## config.mk

```make
export PLATFORM = sky130hd
export DESIGN_NAME = hb_gate_seq
export DESIGN_NICKNAME = d
export VERILOG_FILES = /design/src/rtl/hb_gate_pkg.sv /design/src/rtl/hb_mode_latch.sv /design/src/rtl/hb_arm_ctrl.sv /design/src/rtl/hb_deadtime.sv /design/src/rtl/hb_gate_seq.sv
export SDC_FILE = /design/constraint.sdc
export NUM_CORES = 1
export LEC_CHECK = 0
export CORE_MARGIN = 5
export CORE_UTILIZATION = 40
export CTS_CLUSTER_SIZE = 12
export DETAILED_ROUTE_END_ITERATION = 12
export GPL_TIMING_DRIVEN = 0
export PLACE_DENSITY = 0.65
export SYNTH_ARGS = -nofsm -noshare
export SYNTH_HDL_FRONTEND = slang
export SYNTH_SLANG_ARGS = --single-unit
```

## constraint.sdc

```tcl
create_clock -name clk -period 1.7 [get_ports clk]
set_input_delay 0.425 -clock clk [delete_from_list [all_inputs] [get_ports clk]]
set_output_delay 0.425 -clock clk [all_outputs]
set_load 0.02 [all_outputs]
```

## src/rtl/hb_gate_pkg.sv

```systemverilog
package hb_gate_pkg;

    typedef enum logic [1:0] {
        CMD_LOW   = 2'b00,
        CMD_HIGH  = 2'b01,
        CMD_FLT   = 2'b10,
        CMD_FLT_B = 2'b11
    } hb_cmd_e;

    localparam logic MODE_STD = 1'b0;
    localparam logic MODE_TRI = 1'b1;

    function automatic logic cmd_is_float(input logic [1:0] c);
        return c[1];
    endfunction

endpackage

```

## src/rtl/hb_mode_latch.sv

```systemverilog
module hb_mode_latch (
    input  logic clk,
    input  logic rst_n,
    input  logic en_i,
    input  logic bias_ok_i,
    input  logic strap_i,
    output logic mode_now_o,
    output logic mode_o
);

    typedef struct packed {
        logic en_prev;
        logic bias_prev;
        logic mode;
    } ml_state_t;

    ml_state_t s_d, s_q;
    logic      sample_evt;

    always_comb begin
        s_d           = s_q;
        sample_evt    = (en_i & ~s_q.en_prev) | (bias_ok_i & ~s_q.bias_prev);
        mode_now_o    = sample_evt ? strap_i : s_q.mode;
        s_d.en_prev   = en_i;
        s_d.bias_prev = bias_ok_i;
        s_d.mode      = mode_now_o;
    end

    always_ff @(posedge clk) begin
        if (!rst_n) s_q <= '0;
        else        s_q <= s_d;
    end

    assign mode_o = s_q.mode;

    // without a rising edge on enable or bias rail the mode is frozen
    p_mode_frozen_r3: assert property (@(posedge clk) disable iff (!rst_n)
        ($past(en_i) && $past(en_i, 2) && $past(bias_ok_i) && $past(bias_ok_i, 2))
        |-> $stable(mode_o));

endmodule

```

## src/rtl/hb_arm_ctrl.sv

```systemverilog
module hb_arm_ctrl #(
    parameter int READY_CYC = 8
) (
    input  logic       clk,
    input  logic       rst_n,
    input  logic       active_i,
    input  logic       tri_mode_i,
    input  logic [1:0] cmd_i,
    output logic       go_o,
    output logic       ready_o
);
    import hb_gate_pkg::*;

    localparam int RCW = $clog2(READY_CYC + 1);

    typedef struct packed {
        logic           seen_flt;
        logic           armed;
        logic [RCW-1:0] cnt;
    } arm_state_t;

    arm_state_t s_d, s_q;

    always_comb begin
        s_d = s_q;
        if (!active_i) begin
            s_d = '0;
        end else begin
            if (!s_q.armed) begin
                if (tri_mode_i == MODE_STD)
                    s_d.armed = 1'b1;
                else if (s_q.seen_flt && !cmd_is_float(cmd_i))
                    s_d.armed = 1'b1;
            end
            if (cmd_is_float(cmd_i))
                s_d.seen_flt = 1'b1;
            if (s_q.cnt != RCW'(READY_CYC))
                s_d.cnt = s_q.cnt + 1'b1;
        end
    end

    always_ff @(posedge clk) begin
        if (!rst_n) s_q <= '0;
        else        s_q <= s_d;
    end

    assign go_o    = s_q.armed & active_i;
    assign ready_o = (s_q.cnt == RCW'(READY_CYC));

    // in tri-level mode arming only happens on a non-float command
    p_arm_exit_r4: assert property (@(posedge clk) disable iff (!rst_n)
        ($past(tri_mode_i) && $rose(s_q.armed)) |-> !cmd_is_float($past(cmd_i)));

    // standard mode arms on the edge after the stage becomes active
    p_std_arm_r5: assert property (@(posedge clk) disable iff (!rst_n)
        (active_i && tri_mode_i == MODE_STD) |=> s_q.armed);

    // ready drops once the stage is no longer active
    p_ready_drop_r11: assert property (@(posedge clk) disable iff (!rst_n)
        !active_i |=> !ready_o);

endmodule

```

## src/rtl/hb_deadtime.sv

```systemverilog
module hb_deadtime #(
    parameter int TIMEOUT = 16
) (
    input  logic       clk,
    input  logic       rst_n,
    input  logic       go_i,
    input  logic       en_i,
    input  logic [1:0] cmd_i,
    input  logic       hs_gl_i,
    input  logic       ls_gl_i,
    input  logic       sw_low_i,
    output logic       hs_o,
    output logic       ls_o,
    output logic       fault_o
);
    import hb_gate_pkg::*;

    localparam int TCW = $clog2(TIMEOUT + 1);

    typedef struct packed {
        logic           hs;
        logic           ls;
        logic           fault;
        logic [TCW-1:0] wcnt;
    } dt_state_t;

    dt_state_t s_d, s_q;
    logic      waiting;

    always_comb begin
        s_d     = s_q;
        waiting = 1'b0;
        if (!go_i || s_q.fault) begin
            s_d.hs = 1'b0;
            s_d.ls = 1'b0;
        end else begin
            unique case (hb_cmd_e'(cmd_i))
                CMD_HIGH: begin
                    s_d.ls = 1'b0;
                    if (!s_q.hs) begin
                        if (!s_q.ls && ls_gl_i) s_d.hs = 1'b1;
                        else                    waiting = 1'b1;
                    end
                end
                CMD_LOW: begin
                    s_d.hs = 1'b0;
                    if (!s_q.ls) begin
                        if (!s_q.hs && hs_gl_i && sw_low_i) s_d.ls = 1'b1;
                        else                                waiting = 1'b1;
                    end
                end
                default: begin
                    s_d.hs = 1'b0;
                    s_d.ls = 1'b0;
                end
            endcase
        end

        if (waiting) begin
            if (s_q.wcnt >= TCW'(TIMEOUT)) begin
                s_d.fault = 1'b1;
                s_d.hs    = 1'b0;
                s_d.ls    = 1'b0;
            end else begin
                s_d.wcnt = s_q.wcnt + 1'b1;
            end
        end else begin
            s_d.wcnt = '0;
        end

        if (!en_i) s_d.fault = 1'b0;
    end

    always_ff @(posedge clk) begin
        if (!rst_n) s_q <= '0;
        else        s_q <= s_d;
    end

    assign hs_o    = s_q.hs;
    assign ls_o    = s_q.ls;
    assign fault_o = s_q.fault;

    // never both gates on
    p_no_overlap_r9: assert property (@(posedge clk) disable iff (!rst_n)
        !(hs_o && ls_o));

    // low-side turn-on needs high side off, its gate low and switch node low
    p_ls_gated_r6: assert property (@(posedge clk) disable iff (!rst_n)
        $rose(ls_o) |-> $past(!hs_o && hs_gl_i && sw_low_i && cmd_i == CMD_LOW));

    // high-side turn-on needs low side off and its gate low
    p_hs_gated_r7: assert property (@(posedge clk) disable iff (!rst_n)
        $rose(hs_o) |-> $past(!ls_o && ls_gl_i && cmd_i == CMD_HIGH));

    // float command clears both gates
    p_float_off_r8: assert property (@(posedge clk) disable iff (!rst_n)
        cmd_is_float(cmd_i) |=> (!hs_o && !ls_o));

    // enable low clears both gates
    p_en_off_r2: assert property (@(posedge clk) disable iff (!rst_n)
        !en_i |=> (!hs_o && !ls_o));

    // fault keeps the bridge off and holds while enabled
    p_fault_off_r10: assert property (@(posedge clk) disable iff (!rst_n)
        fault_o |-> (!hs_o && !ls_o));
    p_fault_hold_r10: assert property (@(posedge clk) disable iff (!rst_n)
        (fault_o && en_i) |=> fault_o);

endmodule

```

## src/rtl/hb_gate_seq.sv

```systemverilog
module hb_gate_seq #(
    parameter int READY_CYC = 8,
    parameter int TIMEOUT   = 16
) (
    input  logic       clk,
    input  logic       rst_n,
    input  logic [1:0] cmd_i,
    input  logic       bias_ok_i,
    input  logic       drv_ok_i,
    input  logic       en_i,
    input  logic       mode_strap_i,
    input  logic       hs_gate_low_i,
    input  logic       ls_gate_low_i,
    input  logic       sw_low_i,
    output logic       hs_on_o,
    output logic       ls_on_o,
    output logic       mode_o,
    output logic       ready_o,
    output logic       fault_o
);

    logic active;
    logic mode_now;
    logic go;

    assign active = bias_ok_i & drv_ok_i & en_i;

    hb_mode_latch u_mode (
        .clk        (clk),
        .rst_n      (rst_n),
        .en_i       (en_i),
        .bias_ok_i  (bias_ok_i),
        .strap_i    (mode_strap_i),
        .mode_now_o (mode_now),
        .mode_o     (mode_o)
    );

    hb_arm_ctrl #(.READY_CYC(READY_CYC)) u_arm (
        .clk        (clk),
        .rst_n      (rst_n),
        .active_i   (active),
        .tri_mode_i (mode_now),
        .cmd_i      (cmd_i),
        .go_o       (go),
        .ready_o    (ready_o)
    );

    hb_deadtime #(.TIMEOUT(TIMEOUT)) u_dt (
        .clk      (clk),
        .rst_n    (rst_n),
        .go_i     (go),
        .en_i     (en_i),
        .cmd_i    (cmd_i),
        .hs_gl_i  (hs_gate_low_i),
        .ls_gl_i  (ls_gate_low_i),
        .sw_low_i (sw_low_i),
        .hs_o     (hs_on_o),
        .ls_o     (ls_on_o),
        .fault_o  (fault_o)
    );

    // a missing rail clears both gates on the next edge
    p_rails_off_r1: assert property (@(posedge clk) disable iff (!rst_n)
        !(bias_ok_i && drv_ok_i) |=> (!hs_on_o && !ls_on_o));

endmodule

```

==> results of run 1 <==
[kinds of logic (layout without fill, tap and decap cells)]
group,Yosys count,after routing,synth area share
xor gates and xnor gates,6,6,0.0705
adders and majority gates,4,4,0.0671
AOI/OAI and AO/OA,8,8,0.119
buffers and inverters,10,31,0.0503
DFF,17,17,0.456
and+or+nand+nor,28,28,0.196
muxes,3,3,0.0403
[layout make-up]
type | count | area share
flip-flops and latches | 17 | 0.351
clock buffers | 4 | 0.0267
well taps | 25 | 0.0318
repair buffers | 17 | 0.168
multi-input cells | 49 | 0.384
inverters | 10 | 0.0382
[per-stage QoR]
step | cells | hold WS, ns
after floorplan | 76 | 0.439
after global routing | 122 | 0.530
after detailed placement | 116 | 0.475
after global placement | 116 | 0.454
after CTS | 120 | 0.493
final | 122 | 0.486
[worst paths after layout]
kind                   to  slack [ns]
min          u_arm.s_q[5]        0.49
max               ready_o        0.04
min reg2reg  u_arm.s_q[5]        0.49
max reg2reg  u_dt.fault_o        0.46
[placed cells by master (no fill, tap or decap), drive strengths merged]
cell type      instances
a2111oi                1
a21o                   1
a21oi                  1
a31oi                  1
and2                   2
and3b                  1
buf                    3
clkbuf                 4
clkdlybuf4s50         10
dfxtp                 17
dlygate4sd2            3
dlymetal6s2s           1
ha                     4
inv                   10
mux2i                  3
nand2                  1
nand3                  2
nand4                  2
nor2                  12
nor2b                  3
nor3                   2
nor4                   3
o21ba                  1
o21bai                 1
o22ai                  1
o2bb2ai                1
xnor2                  3
xor2                   3
[sequential cells by signal, summed over array words and instances, names as in the netlist]
signal / flops
u_arm.s_q: 6
u_dt.s_q: 5
u_mode.s_q: 2
u_dt.fault_o: 1
u_dt.hs_o: 1
u_dt.ls_o: 1
u_mode.mode_o: 1
[power groups by stage]
stage | clock (W) | combinational (W) | sequential (W)
CTS | 0.000218 | 0.0000624 | 0.000407
global placement | 0 | 0.0000609 | 0.000416
floorplan | 0 | 0.0000239 | 0.000417
finish | 0.000206 | 0.0000631 | 0.000405
detailed placement | 0 | 0.0000617 | 0.000416
global route | 0.000242 | 0.0000684 | 0.000406
[layer usage]
metal	routed length [um]	vias to the layer above	track usage
met5	0	-	0
met4	12	0	0.0511
met3	82	2	0.0394
met2	684	11	0.221
met1	587	259	0.118
li1	-	295	-
[Yosys cell counts (2+ instances only)]
cell                       n
sky130_fd_sc_hd__nor3_1    2
sky130_fd_sc_hd__ha_1      4
sky130_fd_sc_hd__and2_1    2
sky130_fd_sc_hd__xnor2_1   3
sky130_fd_sc_hd__nand4_1   2
sky130_fd_sc_hd__nor4_1    2
sky130_fd_sc_hd__dfxtp_1  17
sky130_fd_sc_hd__inv_1     9
sky130_fd_sc_hd__nand3_1   2
sky130_fd_sc_hd__nor2b_1   3
sky130_fd_sc_hd__xor2_1    3
sky130_fd_sc_hd__nor2_1   12
sky130_fd_sc_hd__mux2i_1   3
[worst max-delay path, delay by kind of cell, from the launching register on]
| family | cells | cell delay (ns) |
|---|---|---|
| adders and majority gates | 1 | 0.17 |
| buffers and inverters | 2 | 0.20 |
| DFF | 1 | 0.33 |
| and+or+nand+nor | 2 | 0.25 |
[timing repair]
item,CTS,global route
pin swaps,0,1
resized for setup,10,7
setup endpoints to repair,4,2
buffers inserted,0,2
==> impl_results.html, run 1 <==
<table>
<tr><th>Metric</th><th>Value</th></tr>
<tr><th colspan="2">Logic synthesis</th></tr>
<tr><td>Cell taking the most area after synthesis</td><td>sky130_fd_sc_hd__dfxtp_1</td></tr>
<tr><td>Primary FF master, synth</td><td>sky130_fd_sc_hd__dfxtp_1</td></tr>
<tr><td>Unique masters post-synth</td><td>25</td></tr>
<tr><td>Post-synth design cell area</td><td>approximately 750 um2</td></tr>
<tr><td>Async SR Flop Fraction</td><td>0</td></tr>
<tr><td>Number of flops mapped to enable cells by yosys</td><td>0</td></tr>
<tr><td>Area fraction of the dominant cell type after synthesis</td><td>0.456</td></tr>
<tr><td>Average cell area after synthesis</td><td>slightly below 10 um2</td></tr>
<tr><td>Synth Warn #</td><td>0</td></tr>
<tr><td>Nets in the synthesized netlist</td><td>91</td></tr>
<tr><td>Leading post-synthesis cells by cell area</td><td>sky130_fd_sc_hd__dfxtp_1, sky130_fd_sc_hd__ha_1, sky130_fd_sc_hd__nor2_1</td></tr>
<tr><td>Instance count of the mapped netlist</td><td>between 70 and 80</td></tr>
<tr><td>Post-synthesis sequential element count</td><td>17</td></tr>
<tr><td>Part of the Yosys area used for sequential elements</td><td>0.456</td></tr>
<tr><th colspan="2">STA</th></tr>
<tr><td>Setup repair after global routing missed its margin</td><td>yes</td></tr>
<tr><td>Final worst clock skew</td><td>0.00128 ns</td></tr>
<tr><td>Slew at the pin closest to its max-slew limit</td><td>between 0.2 and 0.3 ns</td></tr>
<tr><td>Setup tns final</td><td>0 ns</td></tr>
<tr><td>Total setup violations reported at the end of the flow</td><td>0</td></tr>
<tr><td>Final period demand of the worst path</td><td>about 1.7 ns</td></tr>
<tr><td>Relative slew margins</td><td>0.803</td></tr>
<tr><td>Final-report max-slew violation count</td><td>0</td></tr>
<tr><td>Final count of hold timing violations</td><td>0</td></tr>
<tr><td>Worst Setup Slack, final</td><td>0.0442 ns</td></tr>
<tr><td>Post-route clock period utilization</td><td>0.974</td></tr>
<tr><td>Timing-limited maximum frequency</td><td>0.604 GHz</td></tr>
<tr><th colspan="2">Power and ir drop</th></tr>
<tr><td>Share of power burned in registers</td><td>0.600</td></tr>
<tr><td>Switching part of the total</td><td>0.214</td></tr>
<tr><td>Power share of the clock group</td><td>0.306</td></tr>
<tr><td>Worst voltage drop across the vdd grid</td><td>between 0.4 and 0.5 mV</td></tr>
<tr><td>Part of the power in combinational logic</td><td>0.094</td></tr>
<tr><td>Sum of internal, switching and leakage power</td><td>0.000675 W</td></tr>
<tr><td>Switching power</td><td>about 0.00014 W</td></tr>
<tr><td>LEAKAGE</td><td>0.403 nW</td></tr>
<tr><td>Cell-internal power</td><td>0.000530 W</td></tr>
<tr><td>Power density normalized to cell area</td><td>around 690 nW/um2</td></tr>
<tr><th colspan="2">Global route</th></tr>
<tr><td>Vias in the first global route</td><td>approximately 640</td></tr>
<tr><td>First-pass GRT wire length</td><td>2460 um</td></tr>
<tr><td>Overall track demand over capacity in global routing</td><td>0.119</td></tr>
<tr><td>Number of antenna violations at the first check in global routing</td><td>0</td></tr>
<tr><td>Largest net degree at the start of global routing</td><td>10</td></tr>
<tr><td>GRT overflow</td><td>0</td></tr>
<tr><th colspan="2">Cells and area</th></tr>
<tr><td>Post-layout util</td><td>0.563</td></tr>
<tr><td>Post-layout nets</td><td>approximately 110</td></tr>
<tr><td>Area of the multi-input gates</td><td>around 380 um2</td></tr>
<tr><td>Total area of sequential cells</td><td>between 300 and 400 um2</td></tr>
<tr><td>Share of post-route cells with drive strength above 1</td><td>0.175</td></tr>
<tr><td>Fill cell count</td><td>around 160</td></tr>
<tr><td>Synth-to-layout area growth</td><td>31.9%</td></tr>
<tr><td>Final design area excluding fillers</td><td>983 um2</td></tr>
<tr><td>Diode count</td><td>0</td></tr>
<tr><th colspan="2">Clocking</th></tr>
<tr><td>Root buffer selected by CTS</td><td>sky130_fd_sc_hd__clkbuf_4</td></tr>
<tr><td>Total clock buffers created by CTS</td><td>3</td></tr>
<tr><td>Clk_lat worst skew</td><td>~0.28 ns</td></tr>
<tr><td>Clock sink total</td><td>17</td></tr>
<tr><td>CTS H-Tree Depth</td><td>1</td></tr>
<tr><td>Longest Clk Path Bufs</td><td>2</td></tr>
<tr><td>Clock slew at reported path FFs</td><td>0.09 ns</td></tr>
<tr><td>CTS tree</td><td>built</td></tr>
<tr><td>Hold Buf Count CTS</td><td>0</td></tr>
<tr><th colspan="2">Detailed routing</th></tr>
<tr><td>DRT iter0 DRCs</td><td>3</td></tr>
<tr><td>Routed via count divided by cell count</td><td>4.65</td></tr>
<tr><td>Avg WL per Cell</td><td>approximately 11 um</td></tr>
<tr><td>Routed wire length</td><td>between 1000 and 1500 um</td></tr>
<tr><td>Number of nets with antenna violations after routing</td><td>0</td></tr>
<tr><td>Total via count after detailed routing</td><td>~570</td></tr>
<tr><td>Pre-antenna DRT Iters</td><td>3</td></tr>
<tr><td>DR DRC count</td><td>0</td></tr>
<tr><th colspan="2">Setup path</th></tr>
<tr><td>Data arrival, critical path</td><td>about 1.2 ns</td></tr>
<tr><td>CP Max Fanout</td><td>4</td></tr>
<tr><td>Crit path capture type</td><td>primary output</td></tr>
<tr><td>Number of cells traversed by the worst register-to-register path</td><td>4</td></tr>
<tr><td>Critical path class</td><td>flop to primary output</td></tr>
<tr><td>Reg-to-reg critical path startpoint</td><td>u_dt.hs_o</td></tr>
<tr><td>Cell breakdown of the critical path</td><td>inv_2 &gt; ha_1 &gt; nand2_2 &gt; nor2_4 &gt; buf_6</td></tr>
<tr><td>Startpoint Class</td><td>flop</td></tr>
<tr><td>Highest-delay cell along the critical path</td><td>sky130_fd_sc_hd__dfxtp_2</td></tr>
<tr><td>Data required time of the critical path</td><td>1.27 ns</td></tr>
<tr><td>Delay of the slowest critical-path stage</td><td>0.33 ns</td></tr>
<tr><td>Worst setup path startpoint</td><td>u_arm.s_q[0]</td></tr>
<tr><th colspan="2">Floorplan</th></tr>
<tr><td>Placeable Area</td><td>about 1700 um2</td></tr>
<tr><td>Die outline height</td><td>53.2 um</td></tr>
<tr><td>Total die area</td><td>around 2800 um2</td></tr>
<tr><td>Row cnt</td><td>15</td></tr>
<tr><td>Starting utilization of the core area</td><td>0.427</td></tr>
<tr><td>Die W</td><td>53.2 um</td></tr>
<tr><td>Boundary Pins</td><td>16</td></tr>
<tr><th colspan="2">Placement</th></tr>
<tr><td>Detailed placement HPWL</td><td>1030 um</td></tr>
<tr><td>Routability congestion estimate</td><td>just under 0.7</td></tr>
<tr><td>Cell Area, Placed</td><td>slightly above 900 um2</td></tr>
<tr><td>Place WS</td><td>-0.285 ns</td></tr>
<tr><td>PortBufs</td><td>15</td></tr>
<tr><th colspan="2">Job</th></tr>
<tr><td>Max-Cap Viols</td><td>0</td></tr>
<tr><th colspan="2">Hold path</th></tr>
<tr><td>Number of stages on the worst hold path</td><td>2</td></tr>
<tr><td>Start point of the worst hold path</td><td>u_arm.s_q[5]</td></tr>
<tr><td>Hold crit path type</td><td>flop to flop</td></tr>
<tr><th colspan="2">Outcome</th></tr>
<tr><td>Result of the run</td><td>finished, final reports clean</td></tr>
</table>
No activity file was read; power rests on OpenSTA's default activity.
==> run 2, diff against run 1 <==
--- a/config.mk
+++ b/config.mk
@@ -10,7 +10,7 @@
 export CTS_CLUSTER_SIZE = 12
 export DETAILED_ROUTE_END_ITERATION = 12
 export GPL_TIMING_DRIVEN = 0
-export PLACE_DENSITY = 0.65
+export PLACE_DENSITY = 0.63
 export SYNTH_ARGS = -nofsm -noshare
 export SYNTH_HDL_FRONTEND = slang
 export SYNTH_SLANG_ARGS = --single-unit
==> impl_results.html, run 2 (same netlist as run 1, synthesis figures left out) <==
<table>
<tr><th>Metric</th><th>Value</th></tr>
<tr><th colspan="2">Power and ir drop</th></tr>
<tr><td>Share of power burned in registers</td><td>0.601 (about the same)</td></tr>
<tr><td>LEAKAGE</td><td>0.396 nW (-1.7%)</td></tr>
<tr><td>Power share of the clock group</td><td>0.309 (+0.003)</td></tr>
<tr><td>Worst voltage drop across the vdd grid</td><td>0.385 mV (-14%)</td></tr>
<tr><td>Switching part of the total</td><td>0.215 (+0.00136)</td></tr>
<tr><td>Power density normalized to cell area</td><td>699 nW/um2 (+2.0%)</td></tr>
<tr><td>Switching power</td><td>0.000146 W (+0.92%)</td></tr>
<tr><td>Part of the power in combinational logic</td><td>0.089 (-0.005)</td></tr>
<tr><td>Cell-internal power</td><td>0.000531 W (+0.11%)</td></tr>
<tr><th colspan="2">Setup path</th></tr>
<tr><td>Number of cells traversed by the worst register-to-register path</td><td>4 (unchanged)</td></tr>
<tr><td>CP Max Fanout</td><td>3 (-1)</td></tr>
<tr><td>Data arrival, critical path</td><td>1.18 ns (-0.05 ns)</td></tr>
<tr><td>Crit path capture type</td><td>primary output</td></tr>
<tr><td>End of the worst register-to-register path</td><td>u_dt.fault_o</td></tr>
<tr><td>Worst setup path startpoint</td><td>u_arm.s_q[0]</td></tr>
<tr><td>Data required time of the critical path</td><td>1.27 ns (about the same)</td></tr>
<tr><td>Critical path class</td><td>flop to primary output</td></tr>
<tr><td>Reg2Reg Setup Slack</td><td>0.47 ns (about the same)</td></tr>
<tr><td>Reg-to-reg critical path startpoint</td><td>u_dt.hs_o</td></tr>
<tr><td>Startpoint Class</td><td>flop</td></tr>
<tr><th colspan="2">Clocking</th></tr>
<tr><td>Longest Clk Path Bufs</td><td>2 (unchanged)</td></tr>
<tr><td>Clock slew at reported path FFs</td><td>0.10 ns (about the same)</td></tr>
<tr><td>CTS H-Tree Depth</td><td>1 (unchanged)</td></tr>
<tr><td>Clk_lat worst skew</td><td>0.28 ns (about the same)</td></tr>
<tr><td>Total clock buffers created by CTS</td><td>3 (unchanged)</td></tr>
<tr><td>CTS tree</td><td>built</td></tr>
<tr><td>Clock sink total</td><td>17 (unchanged)</td></tr>
<tr><td>Root buffer selected by CTS</td><td>sky130_fd_sc_hd__clkbuf_4</td></tr>
<tr><th colspan="2">Detailed routing</th></tr>
<tr><td>Number of nets with antenna violations after routing</td><td>0 (unchanged)</td></tr>
<tr><td>Pre-antenna DRT Iters</td><td>4 (+1)</td></tr>
<tr><td>Total via count after detailed routing</td><td>549 (-3.2%)</td></tr>
<tr><td>DRT iter0 DRCs</td><td>11 (+8)</td></tr>
<tr><td>DR DRC count</td><td>0 (unchanged)</td></tr>
<tr><td>Routed wire length</td><td>1320 um (-3.7%)</td></tr>
<tr><td>Routed via count divided by cell count</td><td>4.54 (-2.4%)</td></tr>
<tr><td>Avg WL per Cell</td><td>10.9 um (-2.9%)</td></tr>
<tr><th colspan="2">STA</th></tr>
<tr><td>Setup repair after global routing missed its margin</td><td>no</td></tr>
<tr><td>Relative slew margins</td><td>0.803 (about the same)</td></tr>
<tr><td>Final worst clock skew</td><td>0.00619 ns (+0.00491 ns)</td></tr>
<tr><td>Final count of hold timing violations</td><td>0 (unchanged)</td></tr>
<tr><td>Timing-limited maximum frequency</td><td>0.623 GHz (+3.2%)</td></tr>
<tr><td>Total setup violations reported at the end of the flow</td><td>0 (unchanged)</td></tr>
<tr><td>Final period demand of the worst path</td><td>1.61 ns (-0.0506 ns)</td></tr>
<tr><td>Hold Slack</td><td>0.479 ns (-0.00761 ns)</td></tr>
<tr><td>Post-route clock period utilization</td><td>0.944 (-0.0298)</td></tr>
<tr><td>Final-report max-slew violation count</td><td>0 (unchanged)</td></tr>
<tr><td>Setup tns final</td><td>0 ns (unchanged)</td></tr>
<tr><td>Slew at the pin closest to its max-slew limit</td><td>0.293 ns (-0.000217 ns)</td></tr>
<tr><th colspan="2">Floorplan</th></tr>
<tr><td>Die outline height</td><td>53.2 um (unchanged)</td></tr>
<tr><td>Total die area</td><td>2830 um2 (unchanged)</td></tr>
<tr><td>Row cnt</td><td>15 (unchanged)</td></tr>
<tr><td>Die W</td><td>53.2 um (unchanged)</td></tr>
<tr><td>Placeable Area</td><td>1750 um2 (unchanged)</td></tr>
<tr><td>Boundary Pins</td><td>16 (unchanged)</td></tr>
<tr><td>Starting utilization of the core area</td><td>0.427 (unchanged)</td></tr>
<tr><th colspan="2">Job</th></tr>
<tr><td>Max-Cap Viols</td><td>0 (unchanged)</td></tr>
<tr><th colspan="2">Cells and area</th></tr>
<tr><td>Register with the most flip-flops</td><td>u_arm.s_q</td></tr>
<tr><td>Diode count</td><td>0 (unchanged)</td></tr>
<tr><td>Synth-to-layout area growth</td><td>29.7%</td></tr>
<tr><td>Post-layout nets</td><td>112 (-0.88%)</td></tr>
<tr><td>Highest-count cells in the layout ignoring fill and taps</td><td>sky130_fd_sc_hd__dfxtp_1, sky130_fd_sc_hd__nor2_1, sky130_fd_sc_hd__clkdlybuf4s50_1</td></tr>
<tr><td>Biggest registers after layout</td><td>u_arm.s_q: 6 flops, u_dt.s_q: 5 flops, u_mode.s_q: 2 flops</td></tr>
<tr><td>Post-layout util</td><td>0.554 (-0.00932)</td></tr>
<tr><td>Largest register FFs</td><td>6 (unchanged)</td></tr>
<tr><td>Share of post-route cells with drive strength above 1</td><td>0.156 (-0.0190)</td></tr>
<tr><td>Leading cell type in the layout, fill and taps excluded</td><td>sky130_fd_sc_hd__dfxtp_1</td></tr>
<tr><td>Fill cell count</td><td>181 (+11%)</td></tr>
<tr><th colspan="2">Global route</th></tr>
<tr><td>Overall track demand over capacity in global routing</td><td>0.114 (-0.00463)</td></tr>
<tr><td>First-pass GRT wire length</td><td>2370 um (-3.9%)</td></tr>
<tr><td>Largest net degree at the start of global routing</td><td>10 (unchanged)</td></tr>
<tr><td>Vias in the first global route</td><td>593 (-6.8%)</td></tr>
<tr><td>Number of antenna violations at the first check in global routing</td><td>0 (unchanged)</td></tr>
<tr><td>GRT overflow</td><td>0 (unchanged)</td></tr>
<tr><th colspan="2">Hold path</th></tr>
<tr><td>End point of the worst hold path</td><td>u_arm.s_q[5]</td></tr>
<tr><td>Hold crit path type</td><td>flop to flop</td></tr>
<tr><td>Number of stages on the worst hold path</td><td>2 (unchanged)</td></tr>
<tr><td>Start point of the worst hold path</td><td>u_arm.s_q[5]</td></tr>
<tr><th colspan="2">Outcome</th></tr>
<tr><td>Result of the run</td><td>finished, final reports clean</td></tr>
<tr><th colspan="2">Placement</th></tr>
<tr><td>Detailed placement HPWL</td><td>1020 um (-1.2%)</td></tr>
<tr><td>PortBufs</td><td>15 (unchanged)</td></tr>
<tr><td>Routability congestion estimate</td><td>0.692 (+2.7%)</td></tr>
</table>
run 2: changes by cell type in the layout (fill, tap and decap cells not counted), sizes merged:
cell  before  now
buf        3    2
run 2: layout make-up:
class	instances	area (um2)	area share
inverter	10	37.5	0.0388
multi-input combinational	49	375	0.388
timing repair buffer	16	154	0.159
clock buffer	4	26.3	0.0272
sequential	17	343	0.354
tap	25	31.3	0.0323
run 2: how the worst max path moves through the flow:
stage,end,slack (ns),depth (start not counted)
final,ready_o,0.09,5
after global routing,ready_o,0.002,5
after CTS,ready_o,-0.003,5
after detailed placement,ready_o,-0.28,5
after global placement,ready_o,-0.26,5
after floorplan,ready_o,0.28,4
run 2: repair_timing:
action,CTS,global route
endpoints found under the setup margin,4,2
hold endpoints to repair,0,0
setup buffers,0,1
gates resized for setup,10,4
hold buffers,0,0
pin swaps,0,1
run 2: power groups by stage:
| stage | clock network, W | logic (W) | registers (W) |
|---|---|---|---|
| after global placement | 0 | 0.0000611 | 0.000416 |
| after CTS | 0.000226 | 0.0000617 | 0.000407 |
| final | 0.000209 | 0.0000605 | 0.000407 |
| after floorplan | 0 | 0.0000239 | 0.000417 |
| after detailed placement | 0 | 0.0000613 | 0.000416 |
| after global routing | 0.000239 | 0.0000670 | 0.000408 |
run 2: worst max-delay path: stages (launching register included):
cell	delay [ns]
sky130_fd_sc_hd__dfxtp_2	0.36
sky130_fd_sc_hd__inv_2	0.04
sky130_fd_sc_hd__ha_1	0.19
sky130_fd_sc_hd__nand2_1	0.11
sky130_fd_sc_hd__nor2_4	0.05
sky130_fd_sc_hd__buf_4	0.15
run 2: stage by stage:
stage	instance area, um2	std cells	total power, W	worst slack [ns]
global placement	927	116	0.000477	-0.264
CTS	955	120	0.000694	-0.00316
floorplan	746	76	0.000441	0.284
finish	967	121	0.000676	0.0948
detailed placement	927	116	0.000477	-0.283
global route	967	121	0.000714	0.00185
run 2: layer usage:
layer / up-vias / wire (um) / track usage
li1: 294 / - / -
met2: 9 / 614 / 0.202
met4: 0 / 14 / 0.0511
met5: - / 0 / 0
met1: 244 / 610 / 0.125
met3: 2 / 76 / 0.0310
==> run 3, diff against run 2 <==
--- a/config.mk
+++ b/config.mk
@@ -9,8 +9,7 @@
 export CORE_UTILIZATION = 40
 export CTS_CLUSTER_SIZE = 12
 export DETAILED_ROUTE_END_ITERATION = 12
-export GPL_TIMING_DRIVEN = 0
-export PLACE_DENSITY = 0.63
+export PLACE_DENSITY = 0.75
 export SYNTH_ARGS = -nofsm -noshare
 export SYNTH_HDL_FRONTEND = slang
 export SYNTH_SLANG_ARGS = --single-unit
==> impl_results.html, run 3 (same netlist as run 1, synthesis figures left out) <==
<table>
<tr><th>Metric</th><th>Value</th></tr>
<tr><th colspan="2">Global route</th></tr>
<tr><td>Overall track demand over capacity in global routing</td><td>0.126 (+0.0121)</td></tr>
<tr><td>First-pass GRT wire length</td><td>2520 um (+6.4%)</td></tr>
<tr><td>Number of antenna violations at the first check in global routing</td><td>0 (unchanged)</td></tr>
<tr><td>Vias in the first global route</td><td>616 (+3.9%)</td></tr>
<tr><td>GRT overflow</td><td>0 (unchanged)</td></tr>
<tr><td>Largest net degree at the start of global routing</td><td>11 (+1)</td></tr>
<tr><th colspan="2">STA</th></tr>
<tr><td>Timing-limited maximum frequency</td><td>0.607 GHz (-2.5%)</td></tr>
<tr><td>Hold Slack</td><td>0.489 ns (+0.0102 ns)</td></tr>
<tr><td>Total setup violations reported at the end of the flow</td><td>0 (unchanged)</td></tr>
<tr><td>Final period demand of the worst path</td><td>1.65 ns (+0.0418 ns)</td></tr>
<tr><td>Relative slew margins</td><td>0.805 (+0.00133)</td></tr>
<tr><td>Final count of hold timing violations</td><td>0 (unchanged)</td></tr>
<tr><td>Final-report max-slew violation count</td><td>0 (unchanged)</td></tr>
<tr><td>Setup repair after global routing missed its margin</td><td>no</td></tr>
<tr><td>Slew at the pin closest to its max-slew limit</td><td>0.293 ns (+0.000436 ns)</td></tr>
<tr><td>Post-route clock period utilization</td><td>0.969 (+0.0246)</td></tr>
<tr><td>Final worst clock skew</td><td>0.00617 ns (-0.0000255 ns)</td></tr>
<tr><th colspan="2">Setup path</th></tr>
<tr><td>Cell breakdown of the critical path</td><td>clkdlybuf4s50_1</td></tr>
<tr><td>Crit path capture type</td><td>primary output</td></tr>
<tr><td>Data arrival, critical path</td><td>1.22 ns (+0.04 ns)</td></tr>
<tr><td>Buffers &amp; Inverters on Critical Path</td><td>1 (-1)</td></tr>
<tr><td>Critical path class</td><td>flop to primary output</td></tr>
<tr><td>CP Max Fanout</td><td>2 (-1)</td></tr>
<tr><td>Largest delay share family, worst path</td><td>buffers and inverters</td></tr>
<tr><td>Delay of the slowest critical-path stage</td><td>0.60 ns (+0.24 ns)</td></tr>
<tr><td>Startpoint Class</td><td>flop</td></tr>
<tr><td>Highest-delay cell along the critical path</td><td>sky130_fd_sc_hd__clkdlybuf4s50_1</td></tr>
<tr><td>Data required time of the critical path</td><td>1.27 ns (about the same)</td></tr>
<tr><th colspan="2">Power and ir drop</th></tr>
<tr><td>Power share of the clock group</td><td>0.311 (+0.002)</td></tr>
<tr><td>Cell-internal power</td><td>0.000534 W (+0.54%)</td></tr>
<tr><td>Power density normalized to cell area</td><td>686 nW/um2 (-1.9%)</td></tr>
<tr><td>Worst voltage drop across the vdd grid</td><td>0.486 mV (+26%)</td></tr>
<tr><td>Part of the power in combinational logic</td><td>0.101 (+0.012)</td></tr>
<tr><td>Share of power burned in registers</td><td>0.588 (-0.013)</td></tr>
<tr><td>LEAKAGE</td><td>0.417 nW (+5.3%)</td></tr>
<tr><td>Switching power</td><td>0.000158 W (+8.5%)</td></tr>
<tr><td>Switching part of the total</td><td>0.228 (+0.0131)</td></tr>
<tr><th colspan="2">Floorplan</th></tr>
<tr><td>Total die area</td><td>2830 um2 (unchanged)</td></tr>
<tr><td>Die W</td><td>53.2 um (unchanged)</td></tr>
<tr><td>Row cnt</td><td>15 (unchanged)</td></tr>
<tr><td>Die outline height</td><td>53.2 um (unchanged)</td></tr>
<tr><td>Placeable Area</td><td>1750 um2 (unchanged)</td></tr>
<tr><td>Boundary Pins</td><td>16 (unchanged)</td></tr>
<tr><td>Starting utilization of the core area</td><td>0.427 (unchanged)</td></tr>
<tr><th colspan="2">Clocking</th></tr>
<tr><td>Clock sink total</td><td>17 (unchanged)</td></tr>
<tr><td>Total clock buffers created by CTS</td><td>3 (unchanged)</td></tr>
<tr><td>CTS H-Tree Depth</td><td>1 (unchanged)</td></tr>
<tr><td>Setup repair bufs after CTS</td><td>0 (unchanged)</td></tr>
<tr><td>Root buffer selected by CTS</td><td>sky130_fd_sc_hd__clkbuf_4</td></tr>
<tr><td>Clk_lat worst skew</td><td>0.29 ns (about the same)</td></tr>
<tr><td>Clock slew at reported path FFs</td><td>0.09 ns (about the same)</td></tr>
<tr><td>Longest Clk Path Bufs</td><td>2 (unchanged)</td></tr>
<tr><td>CTS tree</td><td>built</td></tr>
<tr><th colspan="2">Cells and area</th></tr>
<tr><td>Share of post-route cells with drive strength above 1</td><td>0.184 (+0.0282)</td></tr>
<tr><td>Largest register FFs</td><td>6 (unchanged)</td></tr>
<tr><td>Register with the most flip-flops</td><td>u_arm.s_q</td></tr>
<tr><td>Fill cell count</td><td>157 (-13%)</td></tr>
<tr><td>Post-layout util</td><td>0.578 (+0.0237)</td></tr>
<tr><td>Synth-to-layout area growth</td><td>35.2%</td></tr>
<tr><td>Diode count</td><td>0 (unchanged)</td></tr>
<tr><td>Leading cell type in the layout, fill and taps excluded</td><td>sky130_fd_sc_hd__dfxtp_1</td></tr>
<tr><td>Highest-count cells in the layout ignoring fill and taps</td><td>sky130_fd_sc_hd__dfxtp_1, sky130_fd_sc_hd__nor2_1, sky130_fd_sc_hd__clkdlybuf4s50_1</td></tr>
<tr><td>Biggest registers after layout</td><td>u_arm.s_q: 6 flops, u_dt.s_q: 5 flops, u_mode.s_q: 2 flops</td></tr>
<tr><td>Post-layout nets</td><td>119 (+6.3%)</td></tr>
<tr><th colspan="2">Detailed routing</th></tr>
<tr><td>Routed via count divided by cell count</td><td>4.59 (+1.2%)</td></tr>
<tr><td>Routed wire length</td><td>1440 um (+9.2%)</td></tr>
<tr><td>DR DRC count</td><td>0 (unchanged)</td></tr>
<tr><td>Pre-antenna DRT Iters</td><td>2 (-2)</td></tr>
<tr><td>Total via count after detailed routing</td><td>588 (+7.1%)</td></tr>
<tr><td>DRT iter0 DRCs</td><td>4 (-7)</td></tr>
<tr><td>Number of nets with antenna violations after routing</td><td>0 (unchanged)</td></tr>
<tr><td>Avg WL per Cell</td><td>11.2 um (+3.2%)</td></tr>
<tr><th colspan="2">Placement</th></tr>
<tr><td>Detailed placement HPWL</td><td>1150 um (+13%)</td></tr>
<tr><td>PortBufs</td><td>15 (unchanged)</td></tr>
<tr><td>Routability congestion estimate</td><td>0.714 (+3.3%)</td></tr>
<tr><th colspan="2">Hold path</th></tr>
<tr><td>Hold crit path type</td><td>flop to flop</td></tr>
<tr><th colspan="2">Outcome</th></tr>
<tr><td>Result of the run</td><td>finished, final reports clean</td></tr>
<tr><th colspan="2">Job</th></tr>
<tr><td>Max-Cap Viols</td><td>0 (unchanged)</td></tr>
</table>
-- run 3: worst reg2reg max path, delay by kind of cell (launching register included) --
family / cells / cell delay [ns]
AOI/OAI and AO/OA: 2 / 0.32
DFF: 1 / 0.42
and+or+nand+nor: 2 / 0.42
-- run 3: final timing paths --
| check | startpoint | end | slack [ns] | depth (start not counted) |
|---|---|---|---|---|
| min reg2reg | u_arm.s_q[5] | u_arm.s_q[5] | 0.49 | 2 |
| max reg2reg | u_dt.hs_o | u_dt.fault_o | 0.48 | 4 |
| min | u_arm.s_q[5] | u_arm.s_q[5] | 0.49 | 2 |
| max | u_mode.mode_o | mode_o | 0.05 | 1 |
-- run 3: final cells by class --
| type | instances | area [um2] | share of cell area |
|---|---|---|---|
| Multi-Input combinational cell | 49 | 368 | 0.365 |
| Clock buffer | 3 | 22.5 | 0.0223 |
| Tap cell | 25 | 31.3 | 0.0310 |
| Inverter | 10 | 37.5 | 0.0372 |
| Timing Repair Buffer | 23 | 204 | 0.202 |
| Sequential cell | 17 | 340 | 0.337 |
| Clock inverter | 1 | 5.00 | 0.00496 |
-- run 3: stage by stage --
step / setup TNS [ns] / cells / area [um2] / setup WS, ns / power (W)
after global placement: -0.0160 / 124 / 987 / -0.0160 / 0.000484
final: 0 / 128 / 1010 / 0.0530 / 0.000692
after CTS: 0 / 128 / 1010 / 0.0379 / 0.000697
after detailed placement: -0.0484 / 124 / 987 / -0.0367 / 0.000486
after global routing: 0 / 128 / 1010 / 0.0101 / 0.000719
after floorplan: 0 / 76 / 746 / 0.284 / 0.000441
-- run 3: power by group through the flow --
stage	logic, W	registers [W]	clock network (W)
detailed placement	0.0000699	0.000416	0
finish	0.0000699	0.000407	0.000215
global route	0.0000765	0.000407	0.000236
floorplan	0.0000239	0.000417	0
global placement	0.0000684	0.000415	0
CTS	0.0000707	0.000407	0.000220
-- run 3: repair_timing --
action	CTS	global route
gates resized for setup	7	1
setup endpoints to repair	4	1
hold buffers	0	0
-- run 3: metal layers --
layer	wire [um]	vias to the layer above	global-route usage	share of wire
met3	102	4	0.0338	0.071
met4	25	0	0.0766	0.017
li1	-	312	-	-
met5	0	-	0	0
met2	681	14	0.211	0.47
met1	627	258	0.141	0.44
